==> config.mk <==
export PLATFORM = sky130hd
export DESIGN_NAME = port_rate_limiter
export DESIGN_NICKNAME = d
export VERILOG_FILES = /design/src/rtl/rl_pkg.sv /design/src/rtl/rl_budget.sv /design/src/rtl/port_rate_limiter.sv
export SDC_FILE = /design/constraint.sdc
export NUM_CORES = 1
export LEC_CHECK = 0
export ABC_CLOCK_PERIOD_IN_PS = 5800
export BUFFER_PORTS_ARGS = -buffer_cell sky130_fd_sc_hd__buf_2
export CELL_PAD_IN_SITES_DETAIL_PLACEMENT = 1
export CELL_PAD_IN_SITES_GLOBAL_PLACEMENT = 1
export CORE_MARGIN = 2
export CORE_UTILIZATION = 46
export DETAILED_ROUTE_END_ITERATION = 8
export GPL_TIMING_DRIVEN = 0
export PLACE_DENSITY_LB_ADDON = 0.1
export SLEW_MARGIN = 40
export SYNTH_ARGS = -nofsm -noshare
export SYNTH_HDL_FRONTEND = slang
export SYNTH_HIERARCHICAL = 1
export SYNTH_SLANG_ARGS = --single-unit
==> constraint.sdc <==
create_clock -name clk -period 5.8 [get_ports clk]
set_clock_uncertainty 0.05 [all_clocks]
set_input_delay 0.87 -clock clk [delete_from_list [all_inputs] [get_ports clk]]
set_output_delay 0.87 -clock clk [all_outputs]
set_load 0.005 [all_outputs]
==> src/rtl/rl_pkg.sv <==
package rl_pkg;
    localparam int NDIR   = 2;
    localparam int NCLS   = 2;
    localparam int DIR_RX = 0;
    localparam int DIR_TX = 1;
    localparam int CLS_LO = 0;
    localparam int CLS_HI = 1;
endpackage

==> src/rtl/rl_budget.sv <==
module rl_budget #(
    parameter int CW        = 32,
    parameter int BW        = 12,
    parameter bit HAS_FC    = 1'b1,
    parameter int THR       = 16000,
    parameter int MARGIN_HI = 8192,
    parameter int MARGIN_LO = 2048
) (
    input  logic          clk,
    input  logic          rst_n,
    input  logic          tick,
    input  logic          vld,
    input  logic [BW-1:0] nbytes,
    input  logic          last,
    input  logic [CW-1:0] limit,
    input  logic          fc_en,
    output logic          block,
    output logic          fc
);
    localparam logic [CW-1:0] CMAX = {CW{1'b1}};
    localparam logic [CW:0]   M_HI = (CW+1)'(MARGIN_HI);
    localparam logic [CW:0]   M_LO = (CW+1)'(MARGIN_LO);
    localparam logic [CW-1:0] THR_V = CW'(THR);

    typedef struct packed {
        logic [CW-1:0] cnt;
        logic          in_pkt;
        logic          blk;
        logic          fc;
    } st_t;

    st_t st_d, st_q;
    logic [CW:0]   sum_d, margin_d, reach_d;
    logic [CW-1:0] base_d;
    logic          over_d, near_d;

    always_comb begin
        st_d     = st_q;
        base_d   = tick ? '0 : st_q.cnt;
        sum_d    = {1'b0, base_d} + (vld ? (CW+1)'(nbytes) : '0);
        st_d.cnt = sum_d[CW] ? CMAX : sum_d[CW-1:0];
        if (vld) st_d.in_pkt = !last;
        over_d   = (limit != '0) && (st_d.cnt > limit);
        st_d.blk = (st_q.blk && !tick) || (over_d && !st_d.in_pkt);
        margin_d = (limit >= THR_V) ? M_HI : M_LO;
        reach_d  = {1'b0, st_d.cnt} + margin_d;
        near_d   = (limit != '0) && (reach_d >= {1'b0, limit});
        st_d.fc  = HAS_FC && fc_en && ((st_q.fc && !tick) || near_d);
    end

    always_ff @(posedge clk or negedge rst_n) begin
        if (!rst_n) st_q <= '0;
        else        st_q <= st_d;
    end

    assign block = st_q.blk;
    assign fc    = st_q.fc;

    assert_block_holds_R3: assert property (@(posedge clk) disable iff (!rst_n)
        (block && !tick) |=> block);
    assert_no_mid_pkt_rise_R4: assert property (@(posedge clk) disable iff (!rst_n)
        $rose(block) |-> !st_q.in_pkt);
    assert_saturate_R2: assert property (@(posedge clk) disable iff (!rst_n)
        (st_q.cnt == CMAX && !tick) |=> st_q.cnt == CMAX);
    assert_zero_limit_R6: assert property (@(posedge clk) disable iff (!rst_n)
        (limit == '0 && !block) |=> !block);
    assert_fc_gated_R9: assert property (@(posedge clk) disable iff (!rst_n)
        !fc_en |=> !fc);
    assert_tick_clears_R12: assert property (@(posedge clk) disable iff (!rst_n)
        (tick && !vld) |=> !block);
endmodule

==> src/rtl/port_rate_limiter.sv <==
module port_rate_limiter
    import rl_pkg::*;
#(
    parameter int CW        = 32,
    parameter int BW        = 12,
    parameter int THR       = 16000,
    parameter int MARGIN_HI = 8192,
    parameter int MARGIN_LO = 2048
) (
    input  logic          clk,
    input  logic          rst_n,
    input  logic          win_tick,
    input  logic          prio_en,
    input  logic          fc_en,
    input  logic          rx_vld,
    input  logic          rx_hi,
    input  logic [BW-1:0] rx_bytes,
    input  logic          rx_last,
    input  logic          tx_vld,
    input  logic          tx_hi,
    input  logic [BW-1:0] tx_bytes,
    input  logic          tx_last,
    input  logic [CW-1:0] rx_lim_lo,
    input  logic [CW-1:0] rx_lim_hi,
    input  logic [CW-1:0] tx_lim_lo,
    input  logic [CW-1:0] tx_lim_hi,
    output logic [1:0]    rx_block,
    output logic [1:0]    tx_block,
    output logic          rx_fc
);
    logic          dir_vld   [NDIR];
    logic          dir_hi    [NDIR];
    logic [BW-1:0] dir_bytes [NDIR];
    logic          dir_last  [NDIR];
    logic [CW-1:0] lim       [NDIR][NCLS];
    logic          blk_w     [NDIR][NCLS];
    logic          fc_w      [NDIR][NCLS];

    always_comb begin
        dir_vld[DIR_RX]   = rx_vld;    dir_vld[DIR_TX]   = tx_vld;
        dir_hi[DIR_RX]    = rx_hi;     dir_hi[DIR_TX]    = tx_hi;
        dir_bytes[DIR_RX] = rx_bytes;  dir_bytes[DIR_TX] = tx_bytes;
        dir_last[DIR_RX]  = rx_last;   dir_last[DIR_TX]  = tx_last;
        lim[DIR_RX][CLS_LO] = rx_lim_lo;
        lim[DIR_RX][CLS_HI] = rx_lim_hi;
        lim[DIR_TX][CLS_LO] = tx_lim_lo;
        lim[DIR_TX][CLS_HI] = tx_lim_hi;
    end

    for (genvar d = 0; d < NDIR; d++) begin : g_dir
        logic to_hi;
        assign to_hi = prio_en && dir_hi[d];
        for (genvar c = 0; c < NCLS; c++) begin : g_cls
            logic sel;
            assign sel = dir_vld[d] && ((c == CLS_HI) ? to_hi : !to_hi);
            rl_budget #(
                .CW(CW), .BW(BW), .HAS_FC(d == DIR_RX), .THR(THR),
                .MARGIN_HI(MARGIN_HI), .MARGIN_LO(MARGIN_LO)
            ) u_bud (
                .clk(clk), .rst_n(rst_n), .tick(win_tick),
                .vld(sel), .nbytes(dir_bytes[d]), .last(dir_last[d]),
                .limit(lim[d][c]), .fc_en(fc_en),
                .block(blk_w[d][c]), .fc(fc_w[d][c])
            );
        end
    end

    // Without priority only the low budget counts, so it drives both bits.
    assign rx_block = prio_en ? {blk_w[DIR_RX][CLS_HI], blk_w[DIR_RX][CLS_LO]}
                              : {2{blk_w[DIR_RX][CLS_LO]}};
    assign tx_block = prio_en ? {blk_w[DIR_TX][CLS_HI], blk_w[DIR_TX][CLS_LO]}
                              : {2{blk_w[DIR_TX][CLS_LO]}};
    // Transmit budgets are built without flow control and hold their fc at zero.
    assign rx_fc = fc_w[DIR_RX][CLS_LO] | fc_w[DIR_RX][CLS_HI]
                 | fc_w[DIR_TX][CLS_LO] | fc_w[DIR_TX][CLS_HI];
endmodule

==> run metrics, run 1 <==
status=finished, violations left; failing checks=negative setup slack; Hold WC Path Type=input port to async pin; CTS max path bufs=2; CP endpoint kind=flip-flop; Core ar.=between 30,000 and 40,000 sq um; Setup Viol. Count Final=1; Detailed Route WL=54,000 um; Yosys cell types=about 100; min Tclk post-route=5.82 ns; FF-to-FF Start=g_dir[0].g_cls[0].u_bud/st_q[4]; initial antenna violation count=0; Peak Freq=172 MHz; Mapped Cells=1,890; wire per inst=21.0 um; Fin Setup TNS=-0.0195 ns; Synth Area in Compound Gates=a little under a fifth; total power=2.98 mW; # Max-Cap Violations=0; Core Util, Final=56.2%; met3 GRT Util=slightly above 4%; Synthesized Nets=~2,300; DR vias=15,300; clock-pin slew on the worst setup and hold paths=0.06 ns; pin count of the biggest net entering global routing=67; GRT Overall Usage=30.1%; Final WS setup=-0.0195 ns; crit path launch type=input port; register bit total from synthesis=138; first-pass GRT wire length=between 80,000 and 90,000 um; dpl hpwl=41,900 um; die area=~35,000 sq um; Mean Syn Cell Area=8.28 sq um; met1 usage=38.1%; final worst-path cycle share=100%; Crit path arrival time=around 6.1 ns; DR pass1 iterations=5; maximum resistive drop on vdd=0.000200 V; post-synthesis mux area share=1.26%; RePlAce Congestion=just under 0.9; largest family of logic cells by synthesized area=simple AND/OR/NAND/NOR gates; grt total ovfl=0; Sinks on Clock Net=138; via/cell ratio=5.95; height of the die=around 190 um; Synth Warn #=6; Lkg Pwr=9.60 nW; Crit Path Class=input port to flip-flop; RR Endpoint=g_dir[0].g_cls[0].u_bud/fc; cts hold-fix bufs=0; asr flop ratio synth=100%; Final Hold Fails=0; Initial Util=46.6%; clk root buf=clkbuf_16; TritonCTS clock tree=done; ant diodes=0; FP Rows=67; Initial DRC Count=between 800 and 900; max-slew violations=0; Slew @ Worst Pin=about 0.85 ns; number of global-route vias before repair=16,200; most common cell after layout, fill and taps aside=ha_1; relative slew slack=42.9%; area share of fa/ha/maj cells after synthesis=18.4%; post-synthesis simple-gate area fraction=between 20 and 30%; most used cell, CP=o21ai_1; Top Usage Layer GRT=met2; hold slack final=0.181 ns; layout net count=2,505; Crit-path slowest cell=or4_4; Post-synth top flop=dfrtp_1; htree depth=4; RSZ-0062 raised after global routing=true; CP Max Fanout=7; Ports=168; Die W=188 um; R2R cell count=28; Layout area overhead=20.4%; XOR/XNOR share of the synthesized area=6.32%; buffers added on ports=167; PwrDens=approximately 160 nW/um^2; number of synthesized flops with an enable pin=0; DR DRC count=0; R2R setup slack=0.51 ns; Num CTS Buffers=17; Clk Latency, worst-skew pair=0.45 ns; Seq/Total Area, Yosys=22.1%; Synth Cell Area=15,600 sq um; worst stage delay on the critical path=0.52 ns; CP required=6.10 ns; Post-DRT Antenna Nets=0; commonest non-fill, non-tap cells in the layout=215 x ha_1, 175 x inv_1, 170 x buf_2, 151 x nand2_1, 138 x dfrtp_1; share of post-route cells with drive strength above 1=around a fifth; met2 usage=52.8%
cell usage after synthesis (all sizes together) (39+ instances only):
| library cell | count | area, sq um |
|---|---|---|
| ha | 224 | 2800 |
| inv | 177 | 664 |
| nand2 | 160 | 603 |
| dfrtp | 138 | 3450 |
| a21oi | 133 | 692 |
| o21ai | 106 | 572 |
| nor2b | 95 | 594 |
| nor2 | 79 | 299 |
| xnor2 | 73 | 647 |
| nand3 | 71 | 365 |
| and2 | 64 | 405 |
| nand4 | 56 | 365 |
| a21o | 49 | 369 |
| nor4 | 47 | 375 |
| nand2b | 40 | 253 |
| xor2 | 39 | 342 |
worst max path at each step:
stage          startpoint                          to  slack (ns)  cells past startpoint
2_1_floorplan    win_tick  g_dir[0].g_cls[1].u_bud/fc       -0.02                     28
3_3_place_gp     win_tick  g_dir[0].g_cls[0].u_bud/fc       -1.46                     32
3_5_place_dp     win_tick  g_dir[0].g_cls[0].u_bud/fc       -1.58                     32
4_1_cts          win_tick  g_dir[0].g_cls[0].u_bud/fc        0.01                     31
5_1_grt            rx_vld  g_dir[0].g_cls[0].u_bud/fc       -0.19                     30
6_report           rx_vld  g_dir[0].g_cls[0].u_bud/fc       -0.02                     30
power by group:
group          switching [mW]  internal, mW
sequential             0.0164          1.02
clock                   0.462         0.764
combinational           0.431         0.295
flip-flops by register name, summed over array words and instances, names as in the netlist:
register	cells
g_dir.g_cls.u_bud/st_q	132
g_dir.g_cls.u_bud/block	4
g_dir.g_cls.u_bud/fc	2
cell families (layout without fill, tap and decap cells):
kind of cell | after synthesis | count (layout)
simple gates | 736 | 736
buf+inv | 220 | 456
compound gates | 437 | 437
mux | 17 | 17
xor+xnor | 112 | 112
fa+ha+maj | 228 | 228
flops | 138 | 138
other cells | 2 | 2
through the flow:
step / cells / instance area (sq um) / worst slack [ns]
after global placement: 2505 / 17300 / -1.46
final: 2574 / 18800 / -0.0195
after detailed placement: 2507 / 17300 / -1.58
after CTS: 2570 / 18500 / 0.0148
after global routing: 2574 / 18800 / -0.189
after floorplan: 1890 / 15900 / -0.0230
per-layer routing:
metal	routed length, um	vias to the layer above
met3	2280	103
met4	1650	0
met5	0	-
li1	-	7258
met2	26400	367
met1	23700	7589
final cells by class:
cell class	count	area (sq um)
buffer	37	338
clock buffer	21	480
clock inverter	10	164
fill	4044	14700
inverter	177	664
multi-input combinational	1532	11900
sequential	138	3450
tap	448	561
timing repair buffer	211	1270
what timing repair did:
action / 4_1_cts / 5_1_grt
gates resized for setup: 68 / 56
pin swaps: 27 / 27
endpoints found under the setup margin: 5 / 5
buffers inserted: 35 / 5
cloned: 1 / 1
critical path, delay by kind of cell:
kind	cells	cell delay (ns)
XOR/XNOR	1	0.15
AND/OR/NAND/NOR	12	2.27
AO/OA/AOI/OAI	10	1.32
adder cells (fa/ha/maj)	3	0.97
buffers and inverters	4	0.52
Note: power is estimated with default switching activity, not from simulation.
==> run 2, diff against run 1 <==
Settings changed: CORE_UTILIZATION 46 to 45.
==> run metrics, run 2 (synthesized netlist as in run 1, its figures left out) <==
wire per inst=20.6 um (-1.9%); Num CTS Buffers=17 (unchanged); Clk Latency, worst-skew pair=0.44 ns (about the same); FF-to-FF Start=g_dir[0].g_cls[0].u_bud/st_q[7]; max reg flops=132 (unchanged); Fin Setup TNS=0 ns (+0.0195 ns); clk root buf=clkbuf_16; CP endpoint kind=flip-flop; Core Util, Final=55.3% (-0.90 points); ant diodes=0 (unchanged); Detailed Route WL=53,500 um (-0.99%); Slew @ Worst Pin=0.859 ns (+0.00976 ns); Die W=190 um (+1.1%); worst stage delay on the critical path=0.61 ns (+0.09 ns); share of post-route cells with drive strength above 1=21.7% (+0.87 points); maximum resistive drop on vdd=0.000175 V (-13%); commonest non-fill, non-tap cells in the layout=214 x ha_1, 175 x inv_1, 169 x buf_2, 153 x nand2_1, 138 x dfrtp_1; Core ar.=34,400 sq um (+2.5%); register area=3450 sq um (unchanged); clock-pin slew on the worst setup and hold paths=0.06 ns (about the same); RePlAce Congestion=0.903 (+3.0%); Peak Freq=173 MHz (+0.68%); dpl hpwl=41,400 um (-1.3%); status=finished, final reports clean; Sinks on Clock Net=138 (unchanged); cts hold-fix bufs=0 (unchanged); Crit path arrival time=6.07 ns (-0.05 ns); TritonCTS clock tree=done; number of global-route vias before repair=16,100 (-1.2%); Layout area overhead=21.5%; final worst-path cycle share=99.7% (-0.68 points); DR vias=15,200 (-0.59%); R2R setup slack=0.57 ns (+0.06 ns); DR pass1 iterations=5 (unchanged); CTS max path bufs=2 (unchanged); crit path launch type=input port; Hold WC Path Type=input port to async pin; CP required=6.09 ns (about the same); Crit Path Class=input port to flip-flop; Crit-path slowest cell=or4_4; via/cell ratio=5.86 (-1.5%); layout net count=2,522 (+0.68%); Ports=168 (unchanged); Initial DRC Count=641 (-20%); CP Max Fanout=10 (+3); multi-input logic area=12,000 sq um (+0.74%); FP Rows=68 (+1.5%); initial antenna violation count=0 (unchanged); height of the die=190 um (+1.1%); min Tclk post-route=5.78 ns (-0.0395 ns); DR DRC count=0 (unchanged); Initial Util=45.5% (-1.1 points); GRT Overall Usage=29.4% (-0.79 points); buffers added on ports=167 (unchanged); Filler Cell Count=4,165 (+3.0%); htree depth=4 (unchanged); pin count of the biggest net entering global routing=71 (+6.0%); Post-DRT Antenna Nets=0 (unchanged); Placed Instances=2,514 (+0.28%); relative slew slack=42.2% (-0.66 points); total power=2.91 mW (-2.5%); RSZ-0062 raised after global routing=true; most common cell after layout, fill and taps aside=ha_1; Final Hold Fails=0 (unchanged); die area=36,300 sq um (+2.2%); Lkg Pwr=9.64 nW (+0.37%); hold slack final=0.163 ns (-0.0184 ns); Biggest register=g_dir.g_cls.u_bud/st_q; Setup Viol. Count Final=0 (-1); CP startpoint=prio_en; # Max-Cap Violations=0 (unchanged); max-slew violations=0 (unchanged); first-pass GRT wire length=84,500 um (-1.1%); grt total ovfl=0 (unchanged); Final Instance Count excl. Fillers=2,597 (+0.89%); PwrDens=153 nW/um^2 (-3.3%)
run 2: layout make-up:
class | count | area share [%]
multi-input cells | 1532 | 63.1
flip-flops and latches | 138 | 18.2
repair buffers | 230 | 7.35
inverters | 177 | 3.50
well taps | 455 | 3.00
clock buffers | 19 | 2.33
plain buffers | 35 | 1.74
clock inverters | 11 | 0.770
run 2: stage by stage:
stage / instance area [sq um] / worst slack [ns]
finish: 19000 / 0.0200
global route: 19000 / -0.233
CTS: 18600 / -0.137
detailed placement: 17300 / -1.48
global placement: 17300 / -1.47
floorplan: 15900 / -0.0230
run 2: worst max-delay path, delay by kind of cell:
| family | cells | cell delay (ns) |
|---|---|---|
| xor+xnor | 1 | 0.16 |
| compound gates | 8 | 1.40 |
| buf+inv | 4 | 0.53 |
| simple gates | 9 | 1.85 |
| fa+ha+maj | 3 | 0.86 |
| mux | 1 | 0.38 |
run 2: where the power goes:
part           switching, mW  internal [mW]  total [mW]
clock                  0.466          0.683        1.15
sequential            0.0161           1.01        1.03
combinational          0.430          0.300       0.730
total                  0.912           2.00        2.91
run 2: worst paths after layout:
| kind | to | depth (start not counted) |
|---|---|---|
| worst max-delay path | g_dir[0].g_cls[0].u_bud/fc | 26 |
| worst min-delay path | g_dir[1].g_cls[1].u_bud/st_q[18] | 1 |
| worst max register to register | g_dir[0].g_cls[0].u_bud/fc | 27 |
| worst min register to register | g_dir[1].g_cls[1].u_bud/st_q[2] | 2 |
| max in group asynchronous | g_dir[0].g_cls[0].u_bud/st_q[14] | 2 |
| min in group clk | g_dir[1].g_cls[1].u_bud/st_q[2] | 2 |
run 2: routing by layer:
metal | GRT usage [%] | routed length (um) | share of wire [%] | vias up
met5 | 0 | 0 | 0 | -
met4 | 8.62 | 1000 | 1.9 | 0
met3 | 2.89 | 1660 | 3.1 | 48
met2 | 51.0 | 26300 | 49 | 297
met1 | 38.5 | 24600 | 46 | 7592
li1 | - | - | - | 7289
run 2: timing repair:
item / in CTS / in global routing
buffers inserted: 34 / 26
pin swaps: 23 / 42
gates resized for setup: 80 / 62
gates cloned: 0 / 1
endpoints found under the setup margin: 5 / 5
==> run 3, diff against run 2 <==
Settings changed: CORE_MARGIN 2 to 5, PLACE_DENSITY set to 0.84, PLACE_DENSITY_LB_ADDON 0.1 to not set, SLEW_MARGIN 40 to not set.
==> run metrics, run 3 (synthesized netlist as in run 1, its figures left out) <==
Num CTS Buffers=17 (unchanged); die area=38,600 sq um (+6.4%); via/cell ratio=6.05 (+3.2%); Final Instance Count excl. Fillers=2,598 (+0.039%); min Tclk post-route=5.80 ns (+0.0221 ns); Post-DRT Antenna Nets=0 (unchanged); commonest non-fill, non-tap cells in the layout=213 x ha_1, 175 x inv_1, 171 x buf_2, 151 x nand2_1, 138 x dfrtp_1; GRT Overall Usage=27.6% (-1.7 points); buffers added on ports=167 (unchanged); first-pass GRT wire length=87,300 um (+3.3%); clk root buf=clkbuf_16; dpl hpwl=42,500 um (+2.7%); worst stage delay on the critical path=0.53 ns (-0.08 ns); final worst-path cycle share=100% (+0.38 points); layout net count=2,520 (-0.079%); max-slew violations=0 (unchanged); Crit path arrival time=6.07 ns (about the same); WP buf/inv=3 (-1); pin count of the biggest net entering global routing=77 (+8.5%); Final Hold Fails=0 (unchanged); DR vias=15,700 (+3.3%); status=finished, violations left; DR pass1 iterations=5 (unchanged); Core ar.=34,500 sq um (+0.25%); Placed Instances=2,513 (-0.040%); Biggest register=g_dir.g_cls.u_bud/st_q; htree depth=4 (unchanged); met2 WL post-DR=28,000 um (+6.6%); CP Max Fanout=17 (+7); met3 WL=2700 um (+63%); failing checks=negative setup slack; Initial DRC Count=873 (+36%); Highest Signal Layer=met4; Fin Setup TNS=-0.00207 ns (-0.00207 ns); relative slew slack=46.8% (+4.5 points); grt total ovfl=0 (unchanged); CP required=6.07 ns (-0.02 ns); worst slack at placement=-1.42 ns (+0.0621 ns); RePlAce Congestion=0.934 (+3.4%); FP Rows=68 (unchanged); Hold WC Path Type=input port to async pin; Die W=196 um (+3.2%); Final WS setup=-0.00207 ns (-0.0221 ns); Layout area overhead=20.8%; CP endpoint kind=flip-flop; Clk Latency, worst-skew pair=0.44 ns (about the same); fin area=18,900 sq um (-0.51%); clock-pin slew on the worst setup and hold paths=0.07 ns (about the same); height of the die=196 um (+3.2%); Detailed Route WL=57,100 um (+6.7%); # Max-Cap Violations=0 (unchanged); max reg flops=132 (unchanged); Sinks on Clock Net=138 (unchanged); number of global-route vias before repair=16,600 (+3.3%); Peak Freq=172 MHz (-0.38%); CTS max path bufs=2 (unchanged); delay-heaviest family, CP=simple AND/OR/NAND/NOR gates; crit path launch type=input port; TritonCTS clock tree=done; Crit-path slowest cell=or4_4; Post-DP Area=17,300 sq um (-0.18%); Crit Path Class=input port to flip-flop; Initial Util=45.4% (-0.11 points); share of post-route cells with drive strength above 1=21.5% (-0.19 points); most common cell after layout, fill and taps aside=ha_1; Ports=168 (unchanged); RSZ-0062 raised after global routing=true; Slew @ Worst Pin=0.790 ns (-0.0685 ns); wire per inst=22.0 um (+6.7%); Setup Viol. Count Final=1 (+1); PwrDens=159 nW/um^2 (+3.7%); Lkg Pwr=9.63 nW (about the same); DR DRC count=0 (unchanged); initial antenna violation count=1 (+1); maximum resistive drop on vdd=0.000186 V (+6.5%); Post-Route M1 WL=24,900 um (+1.3%)
## run 3: path summary, 6_finish.rpt
kind / startpoint / to / slack [ns] / depth (start not counted)
max: win_tick / g_dir[0].g_cls[0].u_bud/fc / -0.002 / 28
max reg2reg: g_dir[0].g_cls[0].u_bud/st_q[7] / g_dir[0].g_cls[0].u_bud/fc / 0.55 / 27
max in group asynchronous: rst_n / g_dir[0].g_cls[0].u_bud/st_q[7] / 4.47 / 2
min: rst_n / g_dir[1].g_cls[1].u_bud/st_q[18] / 0.37 / 1
min in group clk: g_dir[0].g_cls[0].u_bud/st_q[2] / g_dir[0].g_cls[0].u_bud/st_q[2] / 0.49 / 2
min reg2reg: g_dir[0].g_cls[0].u_bud/st_q[2] / g_dir[0].g_cls[0].u_bud/st_q[2] / 0.49 / 2
## run 3: cell type report
cell class,instances,area (sq um)
flip-flops and latches,138,3450
clock buffers,21,470
multi-input cells,1532,11900
well taps,455,569
clock inverters,11,168
inverters,177,664
diodes,1,2.50
repair buffers,230,1350
plain buffers,33,310
fillers,4164,15600
## run 3: where the power goes
part / internal (mW) / switching (mW)
logic: 0.299 / 0.445
clock network: 0.754 / 0.472
registers: 1.02 / 0.0172
total: 2.07 / 0.935
## run 3: through the flow
stage / util, % / power, mW / hold WS, ns
CTS: 53.7 / 2.98 / 0.400
global placement: 50.1 / 1.68 / 0.468
global route: 54.9 / 3.13 / 0.416
finish: 54.9 / 3.00 / 0.370
floorplan: - / 1.47 / 0.448
detailed placement: 50.2 / 1.73 / 0.484
## run 3: what timing repair did
action	4_1_cts	5_1_grt
setup buffers	30	31
cloned	0	1
hold buffers	0	0
gates resized for setup	79	55
setup endpoints to repair	5	5
pin swaps	27	37
## run 3: per-layer routing
| metal | vias to the layer above | GRT usage (%) |
|---|---|---|
| met4 | 0 | 8.64 |
| met1 | 7857 | 36.5 |
| met3 | 90 | 2.58 |
| met2 | 482 | 48.0 |
| li1 | 7292 | - |
| met5 | - | 0 |
